File: config.mk
export PLATFORM = sky130hd
export DESIGN_NAME = tmr_bus_front
export DESIGN_NICKNAME = d
export VERILOG_FILES = /design/src/rtl/tmr_bus_pkg.sv /design/src/rtl/tmr_bus_ctl.sv /design/src/rtl/tmr_bus_dp.sv /design/src/rtl/tmr_bus_front.sv
export SDC_FILE = /design/constraint.sdc
export NUM_CORES = 1
export LEC_CHECK = 0
export ABC_AREA = 1
export ABC_CLOCK_PERIOD_IN_PS = 2400
export BUFFER_PORTS_ARGS = -buffer_cell sky130_fd_sc_hd__clkbuf_2
export CAP_MARGIN = 20
export CORE_MARGIN = 5
export CORE_UTILIZATION = 25
export CTS_BUF_LIST = sky130_fd_sc_hd__clkbuf_2 sky130_fd_sc_hd__clkbuf_4 sky130_fd_sc_hd__clkbuf_8
export CTS_CLUSTER_SIZE = 10
export DETAILED_ROUTE_END_ITERATION = 8
export PLACE_DENSITY = 0.44
export SYNTH_ARGS = -nofsm -noshare
export SYNTH_HDL_FRONTEND = slang
export SYNTH_SLANG_ARGS = --single-unit
File: constraint.sdc
create_clock -name clk -period 2.4 [get_ports clk]
set_input_delay 0.12 -clock clk [delete_from_list [all_inputs] [get_ports clk]]
set_output_delay 0.12 -clock clk [all_outputs]
set_load 0.05 [all_outputs]
File: src/rtl/tmr_bus_pkg.sv
package tmr_bus_pkg;
  localparam int BYTE_W = 8;
  localparam int CNT_W  = 2 * BYTE_W;
  localparam int NUM_CH = 3;
  localparam int MODE_W = 3;

  // Access mode code; in a latch state register, ACC_ZERO means empty
  typedef enum logic [1:0] {
    ACC_ZERO = 2'd0,
    ACC_LO   = 2'd1,
    ACC_HI   = 2'd2,
    ACC_LOHI = 2'd3
  } accMode_t;

  // Strobes from bus decode to the channel datapath
  typedef struct packed {
    logic [NUM_CH-1:0] progCh;
    logic [NUM_CH-1:0] latchCnt;
    logic [NUM_CH-1:0] latchSts;
    logic [NUM_CH-1:0] wrCh;
    logic [NUM_CH-1:0] rdCh;
    logic [BYTE_W-1:0] byteVal;
    accMode_t          acc;
    logic [MODE_W-1:0] mode;
    logic              bcd;
  } ctlStb_t;
endpackage

File: src/rtl/tmr_bus_ctl.sv
module tmr_bus_ctl
  import tmr_bus_pkg::*;
(
  input  logic              busSel,
  input  logic              busWr,
  input  logic [1:0]        busAddr,
  input  logic [BYTE_W-1:0] busWdata,
  output ctlStb_t           stb
);
  localparam logic [1:0] CTL_ADDR = 2'd3;
  localparam logic [1:0] RB_SEL   = 2'd3;

  logic             isCtl;
  logic [1:0]       selField;
  accMode_t         accField;
  logic [MODE_W-1:0] modeRaw;
  logic             rbNoCount;
  logic             rbNoStatus;

  assign isCtl      = busSel && busWr && (busAddr == CTL_ADDR);
  assign selField   = busWdata[7:6];
  assign accField   = accMode_t'(busWdata[5:4]);
  assign modeRaw    = busWdata[3:1];
  assign rbNoCount  = busWdata[5];
  assign rbNoStatus = busWdata[4];

  always_comb begin
    stb         = '0;
    stb.byteVal = busWdata;
    stb.acc     = accField;
    // modes 6 and 7 alias onto 2 and 3
    stb.mode    = (modeRaw[2] && modeRaw[1]) ? {1'b0, modeRaw[1:0]} : modeRaw;
    stb.bcd     = busWdata[0];
    for (int c = 0; c < NUM_CH; c++) begin
      stb.progCh[c]   = isCtl && (selField == 2'(c)) && (accField != ACC_ZERO);
      stb.latchCnt[c] = isCtl &&
                        (((selField == 2'(c)) && (accField == ACC_ZERO)) ||
                         ((selField == RB_SEL) && busWdata[c+1] && !rbNoCount));
      stb.latchSts[c] = isCtl && (selField == RB_SEL) && busWdata[c+1] && !rbNoStatus;
      stb.wrCh[c]     = busSel && busWr  && (busAddr == 2'(c));
      stb.rdCh[c]     = busSel && !busWr && (busAddr == 2'(c));
    end
  end
endmodule

File: src/rtl/tmr_bus_dp.sv
module tmr_bus_dp
  import tmr_bus_pkg::*;
(
  input  logic                     clk,
  input  logic                     rstN,
  input  ctlStb_t                  stb,
  input  logic [NUM_CH*CNT_W-1:0]  liveCount,
  input  logic [NUM_CH-1:0]        liveOut,
  output logic [BYTE_W-1:0]        rdByte,
  output logic [NUM_CH-1:0]        loadStb,
  output logic [NUM_CH*CNT_W-1:0]  loadCount,
  output logic [NUM_CH*MODE_W-1:0] chanMode,
  output logic [NUM_CH-1:0]        chanBcd
);
  logic [BYTE_W-1:0] chByte [NUM_CH];

  for (genvar c = 0; c < NUM_CH; c++) begin : gCh
    accMode_t          accReg;
    logic [MODE_W-1:0] modeReg;
    logic              bcdReg;
    logic              wrHi;
    logic              rdHi;
    logic [BYTE_W-1:0] wrLo;
    accMode_t          cntLat;
    logic [CNT_W-1:0]  cntSnap;
    logic              stsLat;
    logic [BYTE_W-1:0] stsSnap;
    logic              nullCnt;
    logic              ldStb;
    logic [CNT_W-1:0]  ldVal;
    logic [CNT_W-1:0]  live;

    assign live = liveCount[c*CNT_W +: CNT_W];

    always_ff @(posedge clk) begin
      if (!rstN) begin
        accReg  <= ACC_LOHI;
        modeReg <= '0;
        bcdReg  <= 1'b0;
        wrHi    <= 1'b0;
        rdHi    <= 1'b0;
        wrLo    <= '0;
        cntLat  <= ACC_ZERO;
        cntSnap <= '0;
        stsLat  <= 1'b0;
        stsSnap <= '0;
        nullCnt <= 1'b1;
        ldStb   <= 1'b0;
        ldVal   <= '0;
      end else begin
        ldStb <= 1'b0;
        if (stb.progCh[c]) begin
          accReg  <= stb.acc;
          modeReg <= stb.mode;
          bcdReg  <= stb.bcd;
          wrHi    <= 1'b0;
          rdHi    <= 1'b0;
          nullCnt <= 1'b1;
        end
        if (stb.latchCnt[c] && (cntLat == ACC_ZERO)) begin
          cntLat  <= accReg;
          cntSnap <= live;
        end
        if (stb.latchSts[c] && !stsLat) begin
          stsLat  <= 1'b1;
          stsSnap <= {liveOut[c], nullCnt, accReg, modeReg, bcdReg};
        end
        if (stb.wrCh[c]) begin
          unique case (accReg)
            ACC_LO: begin
              ldStb   <= 1'b1;
              ldVal   <= {{BYTE_W{1'b0}}, stb.byteVal};
              nullCnt <= 1'b0;
            end
            ACC_HI: begin
              ldStb   <= 1'b1;
              ldVal   <= {stb.byteVal, {BYTE_W{1'b0}}};
              nullCnt <= 1'b0;
            end
            default: begin
              if (!wrHi) begin
                wrLo <= stb.byteVal;
                wrHi <= 1'b1;
              end else begin
                ldStb   <= 1'b1;
                ldVal   <= {stb.byteVal, wrLo};
                wrHi    <= 1'b0;
                nullCnt <= 1'b0;
              end
            end
          endcase
        end
        if (stb.rdCh[c]) begin
          if (stsLat) begin
            stsLat <= 1'b0;
          end else if (cntLat != ACC_ZERO) begin
            cntLat <= (cntLat == ACC_LOHI) ? ACC_HI : ACC_ZERO;
          end else if (accReg == ACC_LOHI) begin
            rdHi <= !rdHi;
          end
        end
      end
    end

    always_comb begin
      if (stsLat) begin
        chByte[c] = stsSnap;
      end else if (cntLat != ACC_ZERO) begin
        chByte[c] = (cntLat == ACC_HI) ? cntSnap[CNT_W-1:BYTE_W] : cntSnap[BYTE_W-1:0];
      end else if ((accReg == ACC_HI) || ((accReg == ACC_LOHI) && rdHi)) begin
        chByte[c] = live[CNT_W-1:BYTE_W];
      end else begin
        chByte[c] = live[BYTE_W-1:0];
      end
    end

    assign loadStb[c]                     = ldStb;
    assign loadCount[c*CNT_W +: CNT_W]    = ldVal;
    assign chanMode[c*MODE_W +: MODE_W]   = modeReg;
    assign chanBcd[c]                     = bcdReg;
  end

  always_comb begin
    rdByte = '0;
    for (int c = 0; c < NUM_CH; c++) begin
      if (stb.rdCh[c]) rdByte = rdByte | chByte[c];
    end
  end
endmodule

File: src/rtl/tmr_bus_front.sv
module tmr_bus_front
  import tmr_bus_pkg::*;
(
  input  logic                     clk,
  input  logic                     rstN,
  input  logic                     busSel,
  input  logic                     busWr,
  input  logic [1:0]               busAddr,
  input  logic [BYTE_W-1:0]        busWdata,
  output logic [BYTE_W-1:0]        busRdata,
  input  logic [NUM_CH*CNT_W-1:0]  liveCount,
  input  logic [NUM_CH-1:0]        liveOut,
  output logic [NUM_CH-1:0]        loadStb,
  output logic [NUM_CH*CNT_W-1:0]  loadCount,
  output logic [NUM_CH*MODE_W-1:0] chanMode,
  output logic [NUM_CH-1:0]        chanBcd
);
  ctlStb_t stb;

  tmr_bus_ctl uCtl (
    .busSel   (busSel),
    .busWr    (busWr),
    .busAddr  (busAddr),
    .busWdata (busWdata),
    .stb      (stb)
  );

  tmr_bus_dp uDp (
    .clk       (clk),
    .rstN      (rstN),
    .stb       (stb),
    .liveCount (liveCount),
    .liveOut   (liveOut),
    .rdByte    (busRdata),
    .loadStb   (loadStb),
    .loadCount (loadCount),
    .chanMode  (chanMode),
    .chanBcd   (chanBcd)
  );
endmodule

# == Yosys cells after proc, flatten, opt, wreduce, memory -nomap -nowiden ==
# Index checks and enable logic that the tools add are counted.
# word_totals
register_bits,183
in_bits,65
out_inout_bits,71
elab_cells,243
# op_classes
eq_ne,21
n_mux,91
bitwise_logic,8
reduce_logical,84
# ops
cell,count
8-bit two-way mux,15
16-bit case mux with 2 select lines,3
1-bit two-way mux,54
16-bit two-way mux,3
1-bit logical AND,44
"2-bit equality test, second input constant",16
2-bit two-way mux,15
8-bit bitwise OR,2
2-bit logical NOT,6
2-bit AND reduction,6
"2-bit by 1-bit equality test with 1-bit output, second input constant",5
1-bit logical NOT,9
3-bit AND reduction,3
3-bit nonzero test,3
2-bit nonzero test,4
1-bit logical OR,6
1-bit inverter,6
2-bit OR reduction,3
3-bit two-way mux,1

# == Depth between registers and ports, before layout ==
# Gate-level depths: netlist of the first run.
# depth
depth_word,11
ltp_mapped,11
ltp_nobuf,10

# == Cells and area by module ==
# A second synthesis of the first run with hierarchy kept.
# unflattened
hier_cells,1240
area_unflattened_um2,8775.9
# by_module_without_submodules
mod,n_inst,cells_per_inst,area_each_um2,seq_area_each_um2
tmr_bus_dp,1,1177,8444.3,3663.5
tmr_bus_ctl,1,63,331.6,0.0

# == Worst setup path before layout of the first run ==
# No wires, ideal clock.
# synth_path
path_kind,register to output
from,reg uDp.gCh[0].accReg[0]
to,out busRdata[0]
arrival_ns,1.585
required_time_ns,2.280
slack_ns,0.695
path_stages_with_launch,11
path_buffers,0
cell_sequence,dfxtp_1 > inv_1 > ha_1 > clkinv_1 > nand2_1 > nand2_1 > nand3_1 > nand2_1 > nand2_1 > nand2_1 > nand3_1
# synth_between
elab_chain_cells,11
word_cells_on_any_way,12
cone_classes,eq/ne (2); mux (6); bitwise (2); reduce/logical (2)
# synth_lines
item,line,text
"start, declared",tmr_bus_dp.sv:18,accMode_t accReg;
"start signal, assigned",tmr_bus_dp.sv:53,accReg <= stb.acc;
2-bit equality test,tmr_bus_dp.sv:110,end else if ((accReg == ACC_HI) || ((accReg == ACC_LOHI) && rdHi)) begin
1-bit logical AND,tmr_bus_dp.sv:110,
1-bit logical OR (*),tmr_bus_dp.sv:110,
8-bit two-way mux (*),tmr_bus_dp.sv:110,
8-bit two-way mux (*),tmr_bus_dp.sv:108,end else if (cntLat != ACC_ZERO) begin
8-bit two-way mux (*),tmr_bus_dp.sv:106,if (stsLat) begin
8-bit two-way mux (*),tmr_bus_dp.sv:126,if (stb.rdCh[c]) rdByte = rdByte | chByte[c];
8-bit bitwise OR,tmr_bus_dp.sv:126,
8-bit two-way mux (*),tmr_bus_dp.sv:126,
8-bit bitwise OR,tmr_bus_dp.sv:126,
8-bit two-way mux (*),tmr_bus_dp.sv:126,
"end, declared",tmr_bus_front.sv:10,"output logic [BYTE_W-1:0] busRdata,"
# Every way passes the cells marked *; elsewhere a longest branch is shown, timed or not.

# == Worst setup path in the final report of the first run ==
# layout_path
from,reg uDp.gCh[1].accReg[0]
to,out busRdata[0]
# layout_between
elab_chain_cells,10
word_cells_on_any_way,11
cone_classes,eq/ne (2); mux (5); bitwise (2); reduce/logical (2)
# layout_lines
item,line
"start, declared",tmr_bus_dp.sv:18
"start signal, assigned",tmr_bus_dp.sv:53
2-bit equality test,tmr_bus_dp.sv:110
1-bit logical AND,tmr_bus_dp.sv:110
1-bit logical OR (*),tmr_bus_dp.sv:110
8-bit two-way mux (*),tmr_bus_dp.sv:110
8-bit two-way mux (*),tmr_bus_dp.sv:108
8-bit two-way mux (*),tmr_bus_dp.sv:106
8-bit bitwise OR (*),tmr_bus_dp.sv:126
8-bit two-way mux (*),tmr_bus_dp.sv:126
8-bit bitwise OR,tmr_bus_dp.sv:126
8-bit two-way mux (*),tmr_bus_dp.sv:126
# Marked as above.

==> impl_summary.txt, run 1 <==
----------------------------------------------------
[Run status]
  Run status ... completed

[Power]
  Standby leakage power ... 4.79 nW
  Total chip power ... 5.83 mW
  Max rail drop VDD ... 0.322 mV
  Power density of the placed cells ... 548 nW/um^2

[Critical path]
  Crit-path leading delay family ... buffers and inverters
  Max FO, Critical Path ... 9
  Worst reg2reg path depth ... 7
  Data arrival, critical path ... 2.12 ns
  Cell-by-cell listing of the critical path ... inv_1 > ha_1 > clkinv_1 > buf_4 > nand3_1 > nand3_1 > nand3_1 > nand2_1 > nand3_1 > clkbuf_4
  CP endpoint kind ... primary output
  Cell occurring most often along the worst timing path ... sky130_fd_sc_hd__nand3_1
  Launching point of the worst reg2reg path ... uDp.gCh[0].accReg[0]$_SDFFE_PN1P_
  Buffer and inverter count on the worst path ... 4
  Critical Path RT ... 2.28 ns
  Maximum single-stage delay on the critical path ... 0.38 ns
  Crit Reg-Reg Endpoint ... uDp.gCh[0].wrLo[5]$_SDFFE_PN0P_
  Worst setup path start ... uDp.gCh[1].accReg[0]$_SDFFE_PN1P_
  CP Class ... reg2out
  Nature of the critical path startpoint ... flip-flop
  Cell type of the slowest stage on the worst timing path ... sky130_fd_sc_hd__dfxtp_2
  Worst reg-to-reg setup slack ... 0.32 ns

[Routing]
  Number of vias in the routed layout ... 8635
  Number of vias per cell after detailed routing ... 4.54
  Routed wire length ... 30.6 mm
  Antenna Violating Nets Remaining ... 0
  Wire length per cell after detailed routing ... 16.1 um
  Detailed router's first-iteration violation count ... 673
  DRC violation count after routing ... 0
  Total iterations of the first detailed-routing run ... 5

[Yosys]
  Cell with the most instances after synthesis ... sky130_fd_sc_hd__nand2_1
  Synth area leaders ... sky130_fd_sc_hd__dfxtp_1 (42%), sky130_fd_sc_hd__nand2_1 (11%), sky130_fd_sc_hd__nand3_1 (9.8%)
  Post-synthesis sequential element count ... 183
  Mean instance size in the synthesized netlist ... 6.82 um^2
  Synth area leader ... sky130_fd_sc_hd__dfxtp_1
  Sequential cell area fraction in the yosys report ... 0.418
  Count of cell types in the netlist ... 30
  Count of warnings emitted by yosys ... 0
  Area fraction of the dominant cell type after synthesis ... 0.418
  Main flop type after synthesis ... sky130_fd_sc_hd__dfxtp_1
  Number of cells produced by synthesis ... 1284
  Synth Cell Area ... 8760 um^2
  Number of flops mapped to enable cells by yosys ... 0
  FFs w/ async S/R, synth ... 0
  Post-synthesis net count ... 1358
  Most common library cells after synthesis ... sky130_fd_sc_hd__nand2_1 (252), sky130_fd_sc_hd__dfxtp_1 (183), sky130_fd_sc_hd__nand3_1 (171)

[Placed design]
  Count of input and output buffers ... 135
  Final weighted congestion of routability-driven global placement ... 0.821
  Total half-perimeter wirelength after legalization and detailed placement ... 21.9 mm
  Post-Place Worst Slack ... 0.269 ns

[Cells and area]
  Antenna diode count ... 0
  Proportion of layout cells with a drive suffix above 1 ... 0.164
  Area growth syn-to-layout ... 21.6%
  Post-layout nets ... 1508
  Fill cell total of the finished layout ... 3885

[STA]
  Number of max-slew violations in the final report ... 0
  # setup viols final ... 0
  Final period demand of the worst path ... 2.24 ns
  Headroom to the max-slew limit ... 0.574
  Worst hold-check slack ... 0.0241 ns
  Number of hold violations in the final report ... 0
  Share of the cycle needed by the critical path after routing ... 0.934
  Setup repair after global routing missed its margin ... yes
  Setup ws final ... 0.159 ns
  Tightest Pin Transition ... 0.637 ns
  Max Clock Freq ... 0.446 GHz
  Fin Clk Skew ... 0.0146 ns

[Hold path]
  Worst min-delay path endpoint ... uDp.gCh[1].cntSnap[12]$_SDFFE_PN0N_
  Worst Hold Depth ... 5
  Hold path startpoint ... liveCount[28]
  Class of the most critical hold timing path ... in2reg

[Floorplanning]
  Std-Cell Core Area ... 34500 um^2
  Initial Utilization ... 0.254
  Number of placement rows ... 68
  DIE WIDTH ... 197 um
  Die Y-Extent ... 197 um
  Die outline area ... 38900 um^2
  IO Count ... 136

[Clocking]
  Largest buffer count on any clock path ... 2
  Clock latency of the later-clocked register in the worst-skew pair ... 0.47 ns
  Clock sink total ... 183
  Clock tree root buffer cell ... sky130_fd_sc_hd__clkbuf_8
  CTS HTree Levels ... 4
  Buffers inserted by post-CTS timing repair ... 0
  Inserted Clock Buffers ... 17
  Clock-pin transition on the worst setup and hold timing paths ... 0.10 ns
  TritonCTS clock tree ... yes

[Global route]
  Via count of the first global-routing pass ... 8198
  Pin count of the biggest net entering global routing ... 47
  Initial antenna violation count ... 0
  Wire length of the first global-routing pass ... 47.3 mm
  Overall fraction of global-route tracks in use ... 0.154
  Leftover overflow at the end of global routing ... 0

[Job]
  Max-cap violation count ... 0

----------------------------------------------------
==> how the worst max path moves through the flow <==
stage,endpoint,slack (ns),depth (start not counted)
6_report,busRdata[0],0.16,10
4_1_cts,busRdata[4],0.007,10
5_1_grt,busRdata[0],-0.002,10
3_5_place_dp,uDp.gCh[0].wrLo[5]$_SDFFE_PN0P_,0.27,7
2_1_floorplan,busRdata[0],0.70,10
3_3_place_gp,uDp.gCh[0].wrLo[0]$_SDFFE_PN0P_,0.33,7
==> worst reg2reg max path, stage by stage (launching register included) <==
cell	delay, ns
sky130_fd_sc_hd__dfxtp_2	0.38
sky130_fd_sc_hd__inv_1	0.07
sky130_fd_sc_hd__ha_1	0.29
sky130_fd_sc_hd__inv_2	0.12
sky130_fd_sc_hd__nor2_1	0.23
sky130_fd_sc_hd__nand3_1	0.46
sky130_fd_sc_hd__o21ai_0	0.35
sky130_fd_sc_hd__a21oi_1	0.06
==> stage by stage <==
stage	instances	TNS [ns]	area [um^2]	utilization
global placement	1826	0	9760	0.283
floorplan	1284	0	8760	-
finish	1902	0	10700	0.308
CTS	1902	0	10600	0.307
global route	1902	-0.00164	10700	0.308
detailed placement	1826	0	9760	0.283
==> state kept, by name, summed over array words and instances, names as in the netlist <==
signal,count
uDp.gCh.ldVal,48
uDp.gCh.wrLo,24
uDp.gCh.cntLat,6
uDp.gCh.nullCnt,3
uDp.gCh.rdHi,3
uDp.gCh.modeReg,9
uDp.gCh.stsLat,3
uDp.gCh.ldStb,3
uDp.gCh.stsSnap,24
uDp.gCh.accReg,6
uDp.gCh.bcdReg,3
uDp.gCh.wrHi,3
uDp.gCh.cntSnap,48
==> kinds of logic after synthesis <==
| group | synth area share |
|---|---|
| buf+inv | 0.108 |
| simple gates | 0.309 |
| compound gates | 0.152 |
| fa+ha+maj | 0.0129 |
| flops | 0.418 |
==> cell type report <==
class | count | area (um^2) | area share
clock inverter | 14 | 138 | 0.0129
tap | 455 | 569 | 0.0534
multi-input combinational | 894 | 4180 | 0.392
inverter | 133 | 505 | 0.0475
clock buffer | 18 | 248 | 0.0233
timing repair buffer | 205 | 1340 | 0.126
sequential | 183 | 3670 | 0.345
==> routing by layer <==
layer,track usage,part of all wire,vias to the layer above
li1,-,-,4443
met1,0.217,0.49,4002
met2,0.244,0.46,176
met3,0.0348,0.049,14
met4,0.0267,0.0074,0
met5,0,0,-
==> layout by cell type (no fill, tap or decap), types with 6 or more instances in the layout <==
| cell type | instances |
|---|---|
| sky130_fd_sc_hd__inv_1 | 116 |
| sky130_fd_sc_hd__dlygate4sd3_1 | 44 |
| sky130_fd_sc_hd__clkbuf_2 | 126 |
| sky130_fd_sc_hd__nand2_2 | 8 |
| sky130_fd_sc_hd__o211ai_1 | 6 |
| sky130_fd_sc_hd__a21oi_1 | 137 |
| sky130_fd_sc_hd__o21ai_0 | 114 |
| sky130_fd_sc_hd__clkbuf_8 | 18 |
| sky130_fd_sc_hd__dfxtp_2 | 7 |
| sky130_fd_sc_hd__nand2_1 | 247 |
| sky130_fd_sc_hd__dfxtp_1 | 176 |
| sky130_fd_sc_hd__inv_6 | 6 |
| sky130_fd_sc_hd__inv_2 | 8 |
| sky130_fd_sc_hd__nand3_1 | 171 |
| sky130_fd_sc_hd__ha_1 | 9 |
| sky130_fd_sc_hd__buf_4 | 31 |
| sky130_fd_sc_hd__nor2_1 | 169 |
| sky130_fd_sc_hd__nor2_4 | 6 |
| sky130_fd_sc_hd__nand3b_1 | 9 |
| sky130_fd_sc_hd__clkinv_1 | 6 |
==> repair_timing <==
action,in CTS,in global routing
endpoints found under the setup margin,8,13
cloned,0,0
endpoints found under the hold margin,44,0
hold buffers,44,0
pin swaps,0,0
gates resized for setup,13,19
==> power by group <==
part	internal (mW)	switching, mW	leakage [nW]
combinational	0.212	0.399	3.13
sequential	3.07	0.0163	1.47
clock	0.880	1.26	0.191
Power figures use the tool's default switching activity.
==> run 2: changes to the inputs <==
--- a/config.mk
+++ b/config.mk
@@ -7,7 +7,9 @@
 export LEC_CHECK = 0
 export ABC_AREA = 1
-export ABC_CLOCK_PERIOD_IN_PS = 2400
+export ABC_CLOCK_PERIOD_IN_PS = 2050
 export BUFFER_PORTS_ARGS = -buffer_cell sky130_fd_sc_hd__clkbuf_2
 export CAP_MARGIN = 20
+export CELL_PAD_IN_SITES_DETAIL_PLACEMENT = 0
+export CELL_PAD_IN_SITES_GLOBAL_PLACEMENT = 1
 export CORE_MARGIN = 5
 export CORE_UTILIZATION = 25
@@ -15,5 +17,5 @@
 export CTS_CLUSTER_SIZE = 10
 export DETAILED_ROUTE_END_ITERATION = 8
-export PLACE_DENSITY = 0.44
+export PLACE_DENSITY = 0.58
 export SYNTH_ARGS = -nofsm -noshare
 export SYNTH_HDL_FRONTEND = slang
==> constraint.sdc (replaced) <==
create_clock -name clk -period 2.05 [get_ports clk]
set_input_delay 0.41 -clock clk [delete_from_list [all_inputs] [get_ports clk]]
set_output_delay 0.41 -clock clk [all_outputs]
set_load 0.05 [all_outputs]
==> run 2 against run 1 <==
Net effect:
- the run now ends with negative setup slack left
- worst setup slack got worse by 0.39 ns
- non-clock buffer count rose by 16
- first-iteration DRC count fell by 27%
- clock power rose by 28%
- combinational power rose by 28%
- hold slack improved by 0.15 ns
- via count rose by 0.64%
- sequential power rose by 17%
- critical path type unchanged
==> impl_summary.txt, run 2 (synthesis gave the netlist of run 1 again) <==
----------------------------------------------------
[STA]
  Worst hold-check slack ... 0.172 ns (+0.148 ns)
  Setup repair after global routing missed its margin ... yes
  Number of hold violations in the final report ... 0 (unchanged)
  Max Clock Freq ... 0.438 GHz
  Headroom to the max-slew limit ... 0.668 (+0.0943)
  Tightest Pin Transition ... 0.497 ns (-0.140 ns)
  Final period demand of the worst path ... 2.28 ns
  Number of max-slew violations in the final report ... 0 (unchanged)
  # setup viols final ... 8 (+8)
  Setup ws final ... -0.231 ns (-0.390 ns)
  TNS Setup ... -1.76 ns (-1.76 ns)
  Share of the cycle needed by the critical path after routing ... 1.11
  Fin Clk Skew ... 0.0179 ns (+0.00333 ns)

[Clocking]
  Inserted Clock Buffers ... 17 (unchanged)
  Clock latency of the later-clocked register in the worst-skew pair ... 0.49 ns (+0.02 ns)
  TritonCTS clock tree ... yes
  Clock sink total ... 183 (unchanged)
  Clock-pin transition on the worst setup and hold timing paths ... 0.11 ns (about the same)
  Largest buffer count on any clock path ... 2 (unchanged)
  Clock tree root buffer cell ... sky130_fd_sc_hd__clkbuf_8
  Count of hold buffers inserted by post-cts repair ... 0 (-100%)
  CTS HTree Levels ... 4 (unchanged)

[Routing]
  Number of vias in the routed layout ... 8690 (+0.64%)
  Antenna Violating Nets Remaining ... 0 (unchanged)
  Total iterations of the first detailed-routing run ... 4 (-1)
  Routed wire length ... 31.4 mm (+2.6%)
  Wire length per cell after detailed routing ... 16.3 um (+1.7%)
  DRC violation count after routing ... 0 (unchanged)
  Number of vias per cell after detailed routing ... 4.53 (-0.20%)
  Detailed router's first-iteration violation count ... 489 (-27%)

[Critical path]
  Data arrival, critical path ... 1.87 ns (-0.25 ns)
  Nature of the critical path startpoint ... flip-flop
  Critical Path RT ... 1.64 ns (-0.64 ns)
  Max FO, Critical Path ... 8 (-1)
  CP endpoint kind ... primary output
  CP Class ... reg2out

[Power]
  Standby leakage power ... 5.18 nW (+8.1%)
  Max rail drop VDD ... 0.387 mV (+20%)
  Power density of the placed cells ... 624 nW/um^2 (+14%)
  Total chip power ... 7.12 mW (+22%)

[Cells and area]
  Fill cell total of the finished layout ... 3863 (-0.57%)
  Area of the multi-input gates ... 4620 um^2 (+10%)
  Post-layout nets ... 1524 (+1.1%)
  Antenna diode count ... 0 (unchanged)
  Number of standard cells in the final layout excluding fillers ... 1918 (+0.84%)
  Proportion of layout cells with a drive suffix above 1 ... 0.267 (+0.103)
  Most used cells in the layout excluding fill and tap cells ... sky130_fd_sc_hd__nand2_1 (200), sky130_fd_sc_hd__dfxtp_1 (176), sky130_fd_sc_hd__nor2_1 (169)
  Largest registers in the final layout ... uDp.gCh.cntSnap (48), uDp.gCh.ldVal (48)
  Utilization of the core after routing ... 0.330 (+0.0217)
  Most common cell after layout, fill and taps aside ... sky130_fd_sc_hd__nand2_1
  Area growth syn-to-layout ... 30.1%
  Sequential cell area ... 3680 um^2 (+0.27%)

[Floorplanning]
  Die Y-Extent ... 197 um (unchanged)
  Initial Utilization ... 0.254 (unchanged)
  Die outline area ... 38900 um^2 (unchanged)
  IO Count ... 136 (unchanged)
  DIE WIDTH ... 197 um (unchanged)
  Number of placement rows ... 68 (unchanged)
  Std-Cell Core Area ... 34500 um^2 (unchanged)

[Global route]
  Initial antenna violation count ... 1 (+1)
  Wire length of the first global-routing pass ... 49.1 mm (+3.7%)
  Leftover overflow at the end of global routing ... 0 (unchanged)
  Overall fraction of global-route tracks in use ... 0.160 (+0.00635)
  Via count of the first global-routing pass ... 8549 (+4.3%)
  Pin count of the biggest net entering global routing ... 64 (+36%)

[Run status]
  Violations in the final reports ... negative setup slack
  Run status ... complete, but fails checks

[Placed design]
  Count of input and output buffers ... 135 (unchanged)
  Final weighted congestion of routability-driven global placement ... 0.784 (-4.5%)
  Total half-perimeter wirelength after legalization and detailed placement ... 23.1 mm (+5.4%)
  Placed Instances ... 1875 (+2.7%)

[Hold path]
  Class of the most critical hold timing path ... in2reg

[Job]
  Max-cap violation count ... 0 (unchanged)

----------------------------------------------------
run 2: cell types whose count changed in the layout (fill, tap and decap cells not counted), moves of 24 or more:
cell	delta
sky130_fd_sc_hd__nand3_2	+24
sky130_fd_sc_hd__nand3_1	-34
sky130_fd_sc_hd__buf_4	+40
sky130_fd_sc_hd__nand2_1	-47
sky130_fd_sc_hd__nand2_2	+45
sky130_fd_sc_hd__dlygate4sd3_1	-44
run 2: critical path, cell delays in order (launching register included):
cell	delay, ns
sky130_fd_sc_hd__dfxtp_4	0.40
sky130_fd_sc_hd__inv_4	0.04
sky130_fd_sc_hd__ha_4	0.16
sky130_fd_sc_hd__clkinv_4	0.06
sky130_fd_sc_hd__nand2_4	0.09
sky130_fd_sc_hd__nand2_1	0.09
sky130_fd_sc_hd__nand3_2	0.08
sky130_fd_sc_hd__nand2_2	0.08
sky130_fd_sc_hd__nand2_2	0.07
sky130_fd_sc_hd__nand2_2	0.08
sky130_fd_sc_hd__nand3_4	0.08
sky130_fd_sc_hd__buf_12	0.15
run 2: cell type report:
cell class,instances,area share
clock buffers,19,0.0224
clock inverters,13,0.0157
inverters,133,0.0454
multi-input cells,894,0.405
flip-flops and latches,183,0.323
well taps,455,0.0499
repair buffers,221,0.139
run 2: power breakdown:
part	total, mW	internal (mW)	switching, mW
Combinational	0.784	0.281	0.503
Clock	2.73	1.20	1.53
Sequential	3.61	3.59	0.0206
run 2: worst paths after layout:
| check | to | startpoint | slack [ns] | depth (start not counted) |
|---|---|---|---|---|
| setup / recovery | busRdata[3] | uDp.gCh[0].accReg[0]$_SDFFE_PN1P_ | -0.23 | 11 |
| hold / removal | uDp.gCh[2].cntSnap[13]$_SDFFE_PN0N_ | liveCount[45] | 0.17 | 3 |
| setup reg to reg | uDp.gCh[2].wrLo[4]$_SDFFE_PN0P_ | uDp.gCh[2].accReg[0]$_SDFFE_PN1P_ | 0.30 | 7 |
| hold reg to reg | uDp.gCh[2].wrLo[3]$_SDFFE_PN0P_ | uDp.gCh[2].wrLo[3]$_SDFFE_PN0P_ | 0.45 | 2 |
run 2: routing by layer:
metal	global-route usage	share of wire	vias up
li1	-	-	4471
met1	0.228	0.50	4042
met2	0.247	0.45	153
met3	0.0346	0.040	22
met4	0.0406	0.014	2
met5	0	0.00041	-
run 2: repair_timing:
| item | in CTS | in global routing |
|---|---|---|
| pin swaps | 41 | 36 |
| gates resized for setup | 104 | 42 |
| buffers inserted | 6 | 4 |
| gates cloned | 2 | 0 |
| setup endpoints to repair | 8 | 15 |
run 2: stage by stage:
stage / worst slack, ns / instance area, um^2
after floorplan: 0.0552 / 8760
after global placement: -0.0594 / 10400
after detailed placement: -0.0657 / 10400
after CTS: -0.296 / 11200
after global routing: -0.363 / 11400
final: -0.231 / 11400
